[src/rtl/adc_seq_pkg.sv]
// Shared constants, sequencer state type and the acquisition-length decode.
// Assumes a 10-bit converter whose result is split over two byte registers.
package adc_seq_pkg;
    localparam int RES_W     = 10;
    localparam int CHAN_W    = 4;
    localparam int ACQ_W     = 3;
    localparam int DIV_W     = 3;
    localparam int ACQ_CNT_W = 5;

    localparam logic [1:0] ADDR_CTRL = 2'd0;
    localparam logic [1:0] ADDR_CFG  = 2'd1;
    localparam logic [1:0] ADDR_RESH = 2'd2;
    localparam logic [1:0] ADDR_RESL = 2'd3;

    typedef enum logic [1:0] {
        ST_IDLE = 2'd0,
        ST_DLY  = 2'd1,
        ST_ACQ  = 2'd2,
        ST_CONV = 2'd3
    } seq_state_e;

    // Acquisition code -> conversion-clock periods: 0,2,4,6,8,12,16,20
    function automatic logic [ACQ_CNT_W-1:0] acq_ticks(input logic [ACQ_W-1:0] code);
        if (code <= 3'd4) return {1'b0, code, 1'b0};
        else              return {code, 2'b00} - 5'd8;
    endfunction
endpackage

[src/rtl/adc_seq_clkdiv.sv]
// Conversion-clock tick generator.
// Emits a one-cycle tick every 2^(div_code+1) clocks while run is high.
// clr restarts the period so each phase begins on a full period.
// Assumes div_code is held steady while run is high.
module adc_seq_clkdiv #(
    parameter int DIV_CODE_W = 3
) (
    input  logic                  clk,
    input  logic                  rst_n,
    input  logic                  run,
    input  logic                  clr,
    input  logic [DIV_CODE_W-1:0] div_code,
    output logic                  tick
);
    localparam int CNT_W = (1 << DIV_CODE_W) + 2;

    logic [CNT_W-1:0] cnt_q;
    logic [CNT_W-1:0] limit;

    // Period length for the selected divider code
    always_comb limit = CNT_W'(2) << div_code;

    // Tick on the last count of each period
    always_comb tick = run && (cnt_q == limit - CNT_W'(1));

    // Period counter, restarted by clr or when idle
    always_ff @(posedge clk) begin
        if (!rst_n || !run || clr) cnt_q <= '0;
        else if (tick)             cnt_q <= '0;
        else                       cnt_q <= cnt_q + CNT_W'(1);
    end
endmodule

[src/rtl/adc_seq_sar.sv]
// Successive-approximation engine.
// start loads the midscale trial code. Each of the next W ticks resolves
// one bit from cmp (1 = input >= trial). Tick W+1 pulses done with the
// final code. clr abandons the search.
// Assumes cmp is valid on the cycle a tick is high.
module adc_seq_sar #(
    parameter int W = 10
) (
    input  logic         clk,
    input  logic         rst_n,
    input  logic         clr,
    input  logic         start,
    input  logic         tick,
    input  logic         cmp,
    output logic [W-1:0] trial,
    output logic         done
);
    localparam int STEP_W = $clog2(W + 1);

    logic              active_q;
    logic [STEP_W-1:0] step_q;
    logic [W-1:0]      code_q;
    logic [W-1:0]      mask;
    logic [W-1:0]      code_nxt;

    // Bit under test this step, and the code after the decision
    always_comb begin
        mask     = {1'b1, {(W-1){1'b0}}} >> step_q;
        code_nxt = (cmp ? code_q : (code_q & ~mask)) | (mask >> 1);
    end

    // Completion strobe on the extra step after the last bit
    always_comb done = active_q && tick && (step_q == STEP_W'(W));

    // Search state: start, step on ticks, finish
    always_ff @(posedge clk) begin
        if (!rst_n || clr) begin
            active_q <= 1'b0;
            step_q   <= '0;
            code_q   <= '0;
        end else if (start) begin
            active_q <= 1'b1;
            step_q   <= '0;
            code_q   <= {1'b1, {(W-1){1'b0}}};
        end else if (active_q && tick) begin
            if (step_q < STEP_W'(W)) begin
                code_q <= code_nxt;
                step_q <= step_q + STEP_W'(1);
            end else begin
                active_q <= 1'b0;
            end
        end
    end

    assign trial = code_q;
endmodule

[src/rtl/adc_seq_ctrl.sv]
// ADC conversion sequencer: register file, phase control and offset store.
// A start request runs either an INSTR_CYC-clock delay (acquisition code
// 0) or an acquisition of N conversion clocks. It then runs the SAR
// search. A calibration run stores its result as an offset. Normal runs
// store raw minus offset, with a floor at zero.
// Assumes the external comparator settles within one clock of a new code.
module adc_seq_ctrl
    import adc_seq_pkg::*;
#(
    parameter int INSTR_CYC = 4
) (
    input  logic             clk,
    input  logic             rst_n,
    input  logic             wr_en,
    input  logic [1:0]       wr_addr,
    input  logic [7:0]       wr_data,
    input  logic [1:0]       rd_addr,
    output logic [7:0]       rd_data,
    input  logic             irq_clr,
    output logic             irq_flag,
    output logic [RES_W-1:0] dac_code,
    input  logic             cmp_in,
    output logic [CHAN_W-1:0] ch_sel,
    output logic             ch_connect,
    output logic             acq_sample
);
    localparam int DLY_W = (INSTR_CYC > 1) ? $clog2(INSTR_CYC) : 1;

    logic              en_q, busy_q, cal_q, fmt_q, irq_q;
    logic [CHAN_W-1:0] chan_q;
    logic [ACQ_W-1:0]  acq_q;
    logic [DIV_W-1:0]  div_q;
    logic [RES_W-1:0]  offset_q, res_q, res_corr;
    seq_state_e        st_q;
    logic [ACQ_CNT_W-1:0] acq_cnt_q;
    logic [DLY_W-1:0]  dly_cnt_q;

    logic ctrl_wr, cfg_wr, start_req, abort, conv_go, div_clr, tick, sar_done;
    logic [RES_W-1:0] sar_code;

    // Write decode: start only from idle; enable low always aborts
    always_comb begin
        ctrl_wr   = wr_en && (wr_addr == ADDR_CTRL);
        cfg_wr    = wr_en && (wr_addr == ADDR_CFG) && !busy_q;
        start_req = ctrl_wr && !busy_q && wr_data[0] && wr_data[1];
        abort     = ctrl_wr && !wr_data[0];
    end

    // Phase end: entry into the SAR phase
    always_comb begin
        conv_go = !abort &&
                  (((st_q == ST_DLY) && (dly_cnt_q == DLY_W'(INSTR_CYC - 1))) ||
                   ((st_q == ST_ACQ) && tick &&
                    (acq_cnt_q == acq_ticks(acq_q) - ACQ_CNT_W'(1))));
        div_clr = start_req || conv_go || abort;
    end

    // Offset removal with a floor at zero
    always_comb res_corr = (sar_code > offset_q) ? (sar_code - offset_q) : '0;

    adc_seq_clkdiv #(.DIV_CODE_W(DIV_W)) u_div (
        .clk(clk), .rst_n(rst_n), .run(busy_q), .clr(div_clr),
        .div_code(div_q), .tick(tick)
    );

    adc_seq_sar #(.W(RES_W)) u_sar (
        .clk(clk), .rst_n(rst_n), .clr(abort), .start(conv_go),
        .tick(tick), .cmp(cmp_in), .trial(sar_code), .done(sar_done)
    );

    // Registers, phase sequencing and result/offset capture
    always_ff @(posedge clk) begin
        if (!rst_n) begin
            en_q <= 1'b0; busy_q <= 1'b0; cal_q <= 1'b0; fmt_q <= 1'b0;
            irq_q <= 1'b0; chan_q <= '0; acq_q <= '0; div_q <= '0;
            offset_q <= '0; res_q <= '0; st_q <= ST_IDLE;
            acq_cnt_q <= '0; dly_cnt_q <= '0;
        end else begin
            if (irq_clr) irq_q <= 1'b0;
            if (ctrl_wr) begin
                en_q <= wr_data[0];
                if (!busy_q) begin
                    chan_q <= wr_data[5:2];
                    cal_q  <= wr_data[7];
                end
            end
            if (cfg_wr) begin
                fmt_q <= wr_data[7];
                acq_q <= wr_data[5:3];
                div_q <= wr_data[2:0];
            end
            if (abort) begin
                busy_q <= 1'b0;
                st_q   <= ST_IDLE;
            end else if (start_req) begin
                busy_q    <= 1'b1;
                st_q      <= (wr_data[0] && acq_q == '0) ? ST_DLY : ST_ACQ;
                acq_cnt_q <= '0;
                dly_cnt_q <= '0;
            end else begin
                unique case (st_q)
                    ST_DLY: begin
                        dly_cnt_q <= dly_cnt_q + DLY_W'(1);
                        if (conv_go) st_q <= ST_CONV;
                    end
                    ST_ACQ: begin
                        if (tick) acq_cnt_q <= acq_cnt_q + ACQ_CNT_W'(1);
                        if (conv_go) st_q <= ST_CONV;
                    end
                    ST_CONV: begin
                        if (sar_done) begin
                            busy_q <= 1'b0;
                            st_q   <= ST_IDLE;
                            if (cal_q) begin
                                offset_q <= sar_code;
                                cal_q    <= 1'b0;
                            end else begin
                                res_q <= res_corr;
                                irq_q <= 1'b1;
                            end
                        end
                    end
                    default: ;
                endcase
            end
        end
    end

    // Register read mux with result justification
    always_comb begin
        unique case (rd_addr)
            ADDR_CTRL: rd_data = {cal_q, 1'b0, chan_q, busy_q, en_q};
            ADDR_CFG:  rd_data = {fmt_q, 1'b0, acq_q, div_q};
            ADDR_RESH: rd_data = fmt_q ? {6'b0, res_q[9:8]} : res_q[9:2];
            default:   rd_data = fmt_q ? res_q[7:0] : {res_q[1:0], 6'b0};
        endcase
    end

    assign irq_flag   = irq_q;
    assign dac_code   = sar_code;
    assign ch_sel     = chan_q;
    assign ch_connect = busy_q && !cal_q;
    assign acq_sample = (st_q == ST_ACQ);
endmodule

[config.mk]
export PLATFORM = sky130hd
export DESIGN_NAME = adc_seq_ctrl
export DESIGN_NICKNAME = d
export VERILOG_FILES = /design/src/rtl/adc_seq_pkg.sv /design/src/rtl/adc_seq_clkdiv.sv /design/src/rtl/adc_seq_sar.sv /design/src/rtl/adc_seq_ctrl.sv
export SDC_FILE = /design/constraint.sdc
export NUM_CORES = 1
export LEC_CHECK = 0
export BUFFER_PORTS_ARGS = -buffer_cell sky130_fd_sc_hd__buf_2
export CAP_MARGIN = 20
export CORE_MARGIN = 2
export CORE_UTILIZATION = 35
export CTS_CLUSTER_SIZE = 10
export DETAILED_ROUTE_END_ITERATION = 8
export PLACE_DENSITY = 0.5
export SETUP_SLACK_MARGIN = 0.5
export SLEW_MARGIN = 20
export SYNTH_ARGS = -nofsm -noshare
export SYNTH_HDL_FRONTEND = slang
export SYNTH_SLANG_ARGS = --single-unit
export TNS_END_PERCENT = 5
[constraint.sdc]
create_clock -name clk -period 4.43 [get_ports clk]
set_clock_uncertainty 0.1 [all_clocks]
set_input_delay 0.2215 -clock clk [delete_from_list [all_inputs] [get_ports clk]]
set_output_delay 0.2215 -clock clk [all_outputs]
set_load 0.005 [all_outputs]
---- Word-level counts from Yosys, hierarchy flattened ----
Cells that the tools add are included.
word-level totals
  bits in writable memories ............... 0
  flip-flop bits (word level) ............. 69
  input bits .............................. 17
  memories kept ........................... 0
  bits in read-only memories .............. 0
  bits in latches ......................... 0
cells by class
  $add $sub $neg .......................... 8
  shifts and indexed selects .............. 2
  reduce and logical (&&, ||, !) cells .... 52
  magnitude comparators ................... 3
  divide/modulo/power cells ............... 0
  equality and inequality tests ........... 13
  muxes and demuxes ....................... 38
  $mul .................................... 0
  bitwise gates (word level) .............. 8
operator list
  cell                     number
  $mux W10                 5
  $pmux W8 S3              1
  $mux W5                  4
  $mux W1                  19
  $logic_and A1 B1 Y1      16
  $mux W8                  2
  $reduce_bool A2 Y1       7
  $mux W2                  6
  $reduce_and A2 Y1        6
  $add A10 B1 Y10 const B  1
  $and A10 B10 Y10         1
  $eq A10 B10 Y1           1
  $gt A10 B10 Y1           1
  $not A10 Y10             1
  $or A10 B9 Y10           1
  $reduce_and A5 Y1        2
  $shl A2 B3 Y10 const A   1
  $shr A10 B4 Y10 const A  1
  $sub A10 B1 Y10 const B  1
  $sub A10 B10 Y10         1
  $eq A2 B2 Y1 const B     4
  $reduce_or A2 Y1         4
  $eq A2 B1 Y1 const B     3
  $logic_or A1 B1 Y1       6
  19 further kinds         29

---- Depth between registers and ports, before layout ----
  depth after elaboration ................. 12
  gate-level depth with buffers ........... 13
  mapped depth without buffers ............ 11

---- By module ----
From an unflattened synthesis, not the netlist that was laid out.
second synthesis, totals
  cells, all modules ...................... 482
  area total of the unflattened synthesis .. 4302.9 µm²
modules (own cells, without submodules)
  module          area an instance (µm²)  cells each  instances
  adc_seq_ctrl    2850.2                  323         1
  adc_seq_sar     765.7                   86          1
  adc_seq_clkdiv  686.9                   73          1

---- Least setup slack after synthesis ----
Ideal clock, no wire load.
  path kind ............................... reg-to-reg
  start point ............................. reg div_q[2]
  end point ............................... reg u_sar.code_q[3] (netlist: u_sar.trial[3])
  cell stages (with the launch flop) ...... 13
  data arrival time ....................... 2.888 ns
  setup time .............................. 0.126 ns
  clock period less this slack ............ 3.114 ns
  path slack .............................. 1.316 ns
  path through ............................ dfxtp_1 buf_2 or3_1 ha_1 buf_2 or3_1 a21oi_1 o21ai_1 a211o_4 or3_1 buf_2 o41ai_1 a21oi_1
on the way
  cells in the longest elaborated chain, start to end .. 9
RTL lines
  element                            line                  source
  from (decl)                        adc_seq_ctrl.sv:32    logic [DIV_W-1:0] div_q;
  from (signal assigned)             adc_seq_ctrl.sv:90    div_q <= wr_data[2:0];
  $shl A2 B3 Y10 *                   adc_seq_clkdiv.sv:21  always_comb limit = CNT_W'(2) << div_code;
  $sub A10 B1 Y10 *                  adc_seq_clkdiv.sv:24  always_comb tick = run && (cnt_q == limit - CNT_W'(1));
  $eq A10 B10 Y1 *                   adc_seq_clkdiv.sv:24
  $logic_and A1 B1 Y1 *              adc_seq_clkdiv.sv:24
  $logic_and A1 B1 Y1 (2 in series)  adc_seq_ctrl.sv:53    ((st_q == ST_ACQ) && tick &&
  $logic_or A1 B1 Y1                 adc_seq_ctrl.sv:52    (((st_q == ST_DLY) && (dly_cnt_q == DLY_W'(INSTR_CYC - 1))) ||
  $logic_and A1 B1 Y1                adc_seq_ctrl.sv:51    conv_go = !abort &&
  $reduce_or A2 Y1 (no line)         -
  to (signal assigned)               adc_seq_sar.sv:44     code_q <= {1'b1, {(W-1){1'b0}}};
  to (signal assigned)               adc_seq_sar.sv:47     code_q <= code_nxt;
  to (decl)                          adc_seq_sar.sv:22     logic [W-1:0] code_q;
Every way passes the cells marked *; elsewhere a longest branch is shown, timed or not.
A chain may end at the register's enable or synchronous reset.

---- Worst setup path in the final report ----
  start point ............................. reg div_q[2]
  end point ............................... reg res_q[8]
on the way
  cells in the longest elaborated chain, start to end .. 7
RTL lines
  element                            line                  source
  $shl A2 B3 Y10                     adc_seq_clkdiv.sv:21
  $sub A10 B1 Y10                    adc_seq_clkdiv.sv:24
  $eq A10 B10 Y1                     adc_seq_clkdiv.sv:24
  $logic_and A1 B1 Y1                adc_seq_clkdiv.sv:24
  $logic_and A1 B1 Y1 (2 in series)  adc_seq_sar.sv:33     always_comb done = active_q && tick && (step_q == STEP_W'(W));
  $reduce_and A5 Y1 (no line)        -
  to (signal assigned)               adc_seq_ctrl.sv:118   res_q <= res_corr;
  to (decl)                          adc_seq_ctrl.sv:33    logic [RES_W-1:0] offset_q, res_q, res_corr;
No other way between the ends.

==> out/metrics.json <==
{
  "cts": {
    "number_of_cts_inserted_buffers": 9,
    "cts_setup_buffers": 0,
    "cts.reportedPaths.clkPinSlew_ns": 0.06,
    "clock_tree.root_cell": "sky130_fd_sc_hd__clkbuf_16",
    "cts_tree": "yes",
    "clock_sink_count": 69,
    "ctsResizeCount": 0,
    "worst_skew_pair.late_latency_ns": 0.34,
    "cts-hold-fix-buffers": 0,
    "cts_max_path_buffers": 2,
    "cts.htree.levels": 3
  },
  "sta": {
    "slew_headroom_pct": 54.7,
    "drv_slew": 0,
    "minimum_period_implied_by_the_final_worst_setup_slack_ns": 3.45,
    "finalHoldViolations": 0,
    "max_freq_mhz": 290,
    "report.final.setup_viol": 0,
    "setup-tns-final_ns": 0,
    "fin_ws_ns": 0.981,
    "crit_share_post_route_pct": 77.9,
    "grt_setup_unrepaired": "false",
    "worstMarginPinSlew_ns": 0.679
  },
  "routing": {
    "initialDrtViolationCount": 162,
    "remaining_drc_errors": 0,
    "via_per_inst": 5.19,
    "via_count": 3478,
    "ant_nets": 0,
    "wire_per_inst_um": 15.0,
    "routed_wirelength_mm": 10.0,
    "dr.pass1.iters": 4
  },
  "yosys": {
    "synth-edff-count": 0,
    "synth.avg_cell_area_sq_um": 8.73,
    "synth_flop_cell": "sky130_fd_sc_hd__dfxtp_1",
    "synth_area_leaders": "sky130_fd_sc_hd__dfxtp_1 (32%), sky130_fd_sc_hd__ha_1 (7.0%), sky130_fd_sc_hd__mux2i_1 (6.6%), sky130_fd_sc_hd__nor2b_1 (5.7%), sky130_fd_sc_hd__a21oi_1 (3.4%)",
    "synthDistinctLibCells": 64,
    "synth_seq_cells": 69,
    "synth.cell_area_sq_um": 4270,
    "postSynthNetCount": 531,
    "syn_inst": 489,
    "postSynth.asyncResetShare_pct": 0,
    "seq_area_frac_synth_pct": 32.4,
    "post-synth-top-area-cell": "sky130_fd_sc_hd__dfxtp_1",
    "synth_top_area_share_pct": 32.4,
    "yosysWarnings": 0
  },
  "global_routing": {
    "grt_remaining_overflow": 0,
    "grt_max_degree": 42,
    "first_global_vias": 3352,
    "global_route_wire_length_before_repair_mm": 16.8,
    "grt_antenna_before_repair": 0,
    "grt_util_all_layers_pct": 16.3
  },
  "floorplan": {
    "initial_core_util_pct": 35.7,
    "dieArea_sq_um": 13100,
    "die_height_um": 114,
    "die_width_um": 114,
    "placement_rows": 40,
    "floorplan.core_area_sq_um": 12000,
    "io_pins": 42
  },
  "placement": {
    "place_hpwl_mm": 7.44,
    "place.gp.congestion": 0.774,
    "pre_cts_ws_ns": 1.01,
    "port_buffers": 40
  },
  "final_layout": {
    "fillers": 1218,
    "areaGrowthSynthToFinish_pct": 14.2,
    "most-common-layout-cells": "sky130_fd_sc_hd__dfxtp_1 (69), sky130_fd_sc_hd__buf_2 (40), sky130_fd_sc_hd__nor2b_1 (39)",
    "layout.cells.most_common": "sky130_fd_sc_hd__dfxtp_1",
    "antenna_cells": 0,
    "post_route_cells_drive_above_1_share_pct": 15.1,
    "utilization_pct": 40.7,
    "design.final.nets": 560
  },
  "worst_setup_path": {
    "critical_path.reg2reg.startpoint": "div_q[2]$_SDFFE_PN0P_",
    "cp.required_ns": 4.60,
    "timing.critical_path.to_type": "register",
    "most_repeated_library_cell_on_the_critical_path": "sky130_fd_sc_hd__or3_1",
    "r2r_cells": 9,
    "crit_path_max_fo": 15,
    "crit-reg2reg-capture": "res_q[8]$_SDFFE_PN0P_",
    "worst_r2r_setup_slack_ns": 0.98,
    "critical_path.max_stage_delay_ns": 0.46,
    "worstSetupStartpointType": "register",
    "critical_path_arrival_ns": 3.62,
    "crit_slowest_cell": "sky130_fd_sc_hd__dfxtp_1",
    "crit_start": "div_q[2]$_SDFFE_PN0P_",
    "worstPathCellList": "or3_1, ha_1, or3_1, a21oi_1, o21ai_1, a211o_4, or2_1, or3_1, a21boi_1",
    "criticalPathCategory": "register to register"
  },
  "power": {
    "power.density_nw_per_um2": 309,
    "power.leakage_nw": 1.79,
    "ir_drop_mv": 0.223
  },
  "flow_run": {
    "cap_viol_max_count": 0
  },
  "run_status": {
    "run_status": "completed"
  },
  "hold_path": {
    "whs_endpoint": "ch_sel[0]$_SDFFE_PN0P_",
    "min_path_type": "input port to register",
    "timing.hold.worst.start": "wr_data[2]",
    "depth_of_the_worst_hold_timing_path": 3
  }
}
[flip-flops by register name, indices dropped and copies added (netlist names), 3 cells and up]
| name | flops |
|---|---|
| u_sar.step_q | 4 |
| offset_q | 10 |
| acq_cnt_q | 5 |
| u_sar.trial | 10 |
| acq_q | 3 |
| res_q | 10 |
| ch_sel | 4 |
| div_q | 3 |
| u_div.cnt_q | 10 |
[critical path: cells and delay by family (launching register included)]
family	cells	cell delay, ns
compound gates	4	0.84
fa+ha+maj	1	0.35
flops	1	0.46
simple gates	4	1.61
[through the flow]
| step | cell area [sq um] | hold WS [ns] | total power, mW | instances |
|---|---|---|---|---|
| after CTS | 4870 | 0.0538 | 1.53 | 670 |
| after global placement | 4550 | 0.358 | 0.738 | 654 |
| after global routing | 4870 | 0.0843 | 1.56 | 670 |
| after floorplan | 4270 | 0.288 | 0.712 | 489 |
| after detailed placement | 4550 | 0.362 | 0.739 | 654 |
| final | 4870 | 0.0564 | 1.51 | 670 |
[layer usage]
metal	part of all wire (%)	vias up	GRT usage (%)
met4	1.9	0	7.07
met1	49	1626	20.9
met2	46	51	26.9
met5	0	-	0
li1	-	1789	-
met3	3.3	12	3.02
[report_power, final]
group          internal [mW]  switching (mW)
registers              0.626         0.00964
clock network          0.509           0.274
logic                 0.0411          0.0480
total                   1.18           0.332
[cells by family (layout without fill, tap and decap cells)]
family	after synthesis	count (layout)	share of synthesized area (%)
AOI/OAI and AO/OA	97	97	15.6
xor gates and xnor gates	24	24	4.93
adders and majority gates	25	25	7.51
buffers and inverters	49	83	5.04
DFF	69	69	32.4
muxes	35	35	9.73
and+or+nand+nor	190	190	24.8
[layout make-up]
| class | count | area (sq um) | area share, % |
|---|---|---|---|
| Tap cell | 147 | 184 | 3.78 |
| Clock buffer | 11 | 243 | 4.98 |
| Sequential cell | 69 | 1380 | 28.4 |
| Clock inverter | 5 | 83.8 | 1.72 |
| Timing Repair Buffer | 42 | 215 | 4.42 |
| Multi-Input combinational cell | 371 | 2670 | 54.8 |
| Inverter | 25 | 93.8 | 1.93 |
[Yosys cell counts, types with 8 or more instances]
cell	n
sky130_fd_sc_hd__a21oi_1	29
sky130_fd_sc_hd__clkbuf_1	12
sky130_fd_sc_hd__xor2_1	13
sky130_fd_sc_hd__nor2_1	30
sky130_fd_sc_hd__nand4_1	8
sky130_fd_sc_hd__nand3_1	13
sky130_fd_sc_hd__o21ai_0	15
sky130_fd_sc_hd__nor2b_1	39
sky130_fd_sc_hd__ha_1	24
sky130_fd_sc_hd__dfxtp_1	69
sky130_fd_sc_hd__nand2b_1	8
sky130_fd_sc_hd__inv_1	25
sky130_fd_sc_hd__nand2_1	37
sky130_fd_sc_hd__or3_1	12
sky130_fd_sc_hd__mux2i_1	28
sky130_fd_sc_hd__xnor2_1	11
[how the worst max path moves through the flow]
| stage | slack [ns] | cells after the start | endpoint |
|---|---|---|---|
| after CTS | 0.99 | 9 | res_q[8]$_SDFFE_PN0P_ |
| final | 0.98 | 9 | res_q[8]$_SDFFE_PN0P_ |
| after floorplan | 1.32 | 12 | u_sar.trial[3]$_SDFFE_PP0P_ |
| after global placement | 1.03 | 9 | res_q[8]$_SDFFE_PN0P_ |
| after detailed placement | 1.01 | 9 | res_q[8]$_SDFFE_PN0P_ |
| after global routing | 0.76 | 10 | res_q[8]$_SDFFE_PN0P_ |
Power figures use the tool's default switching activity.
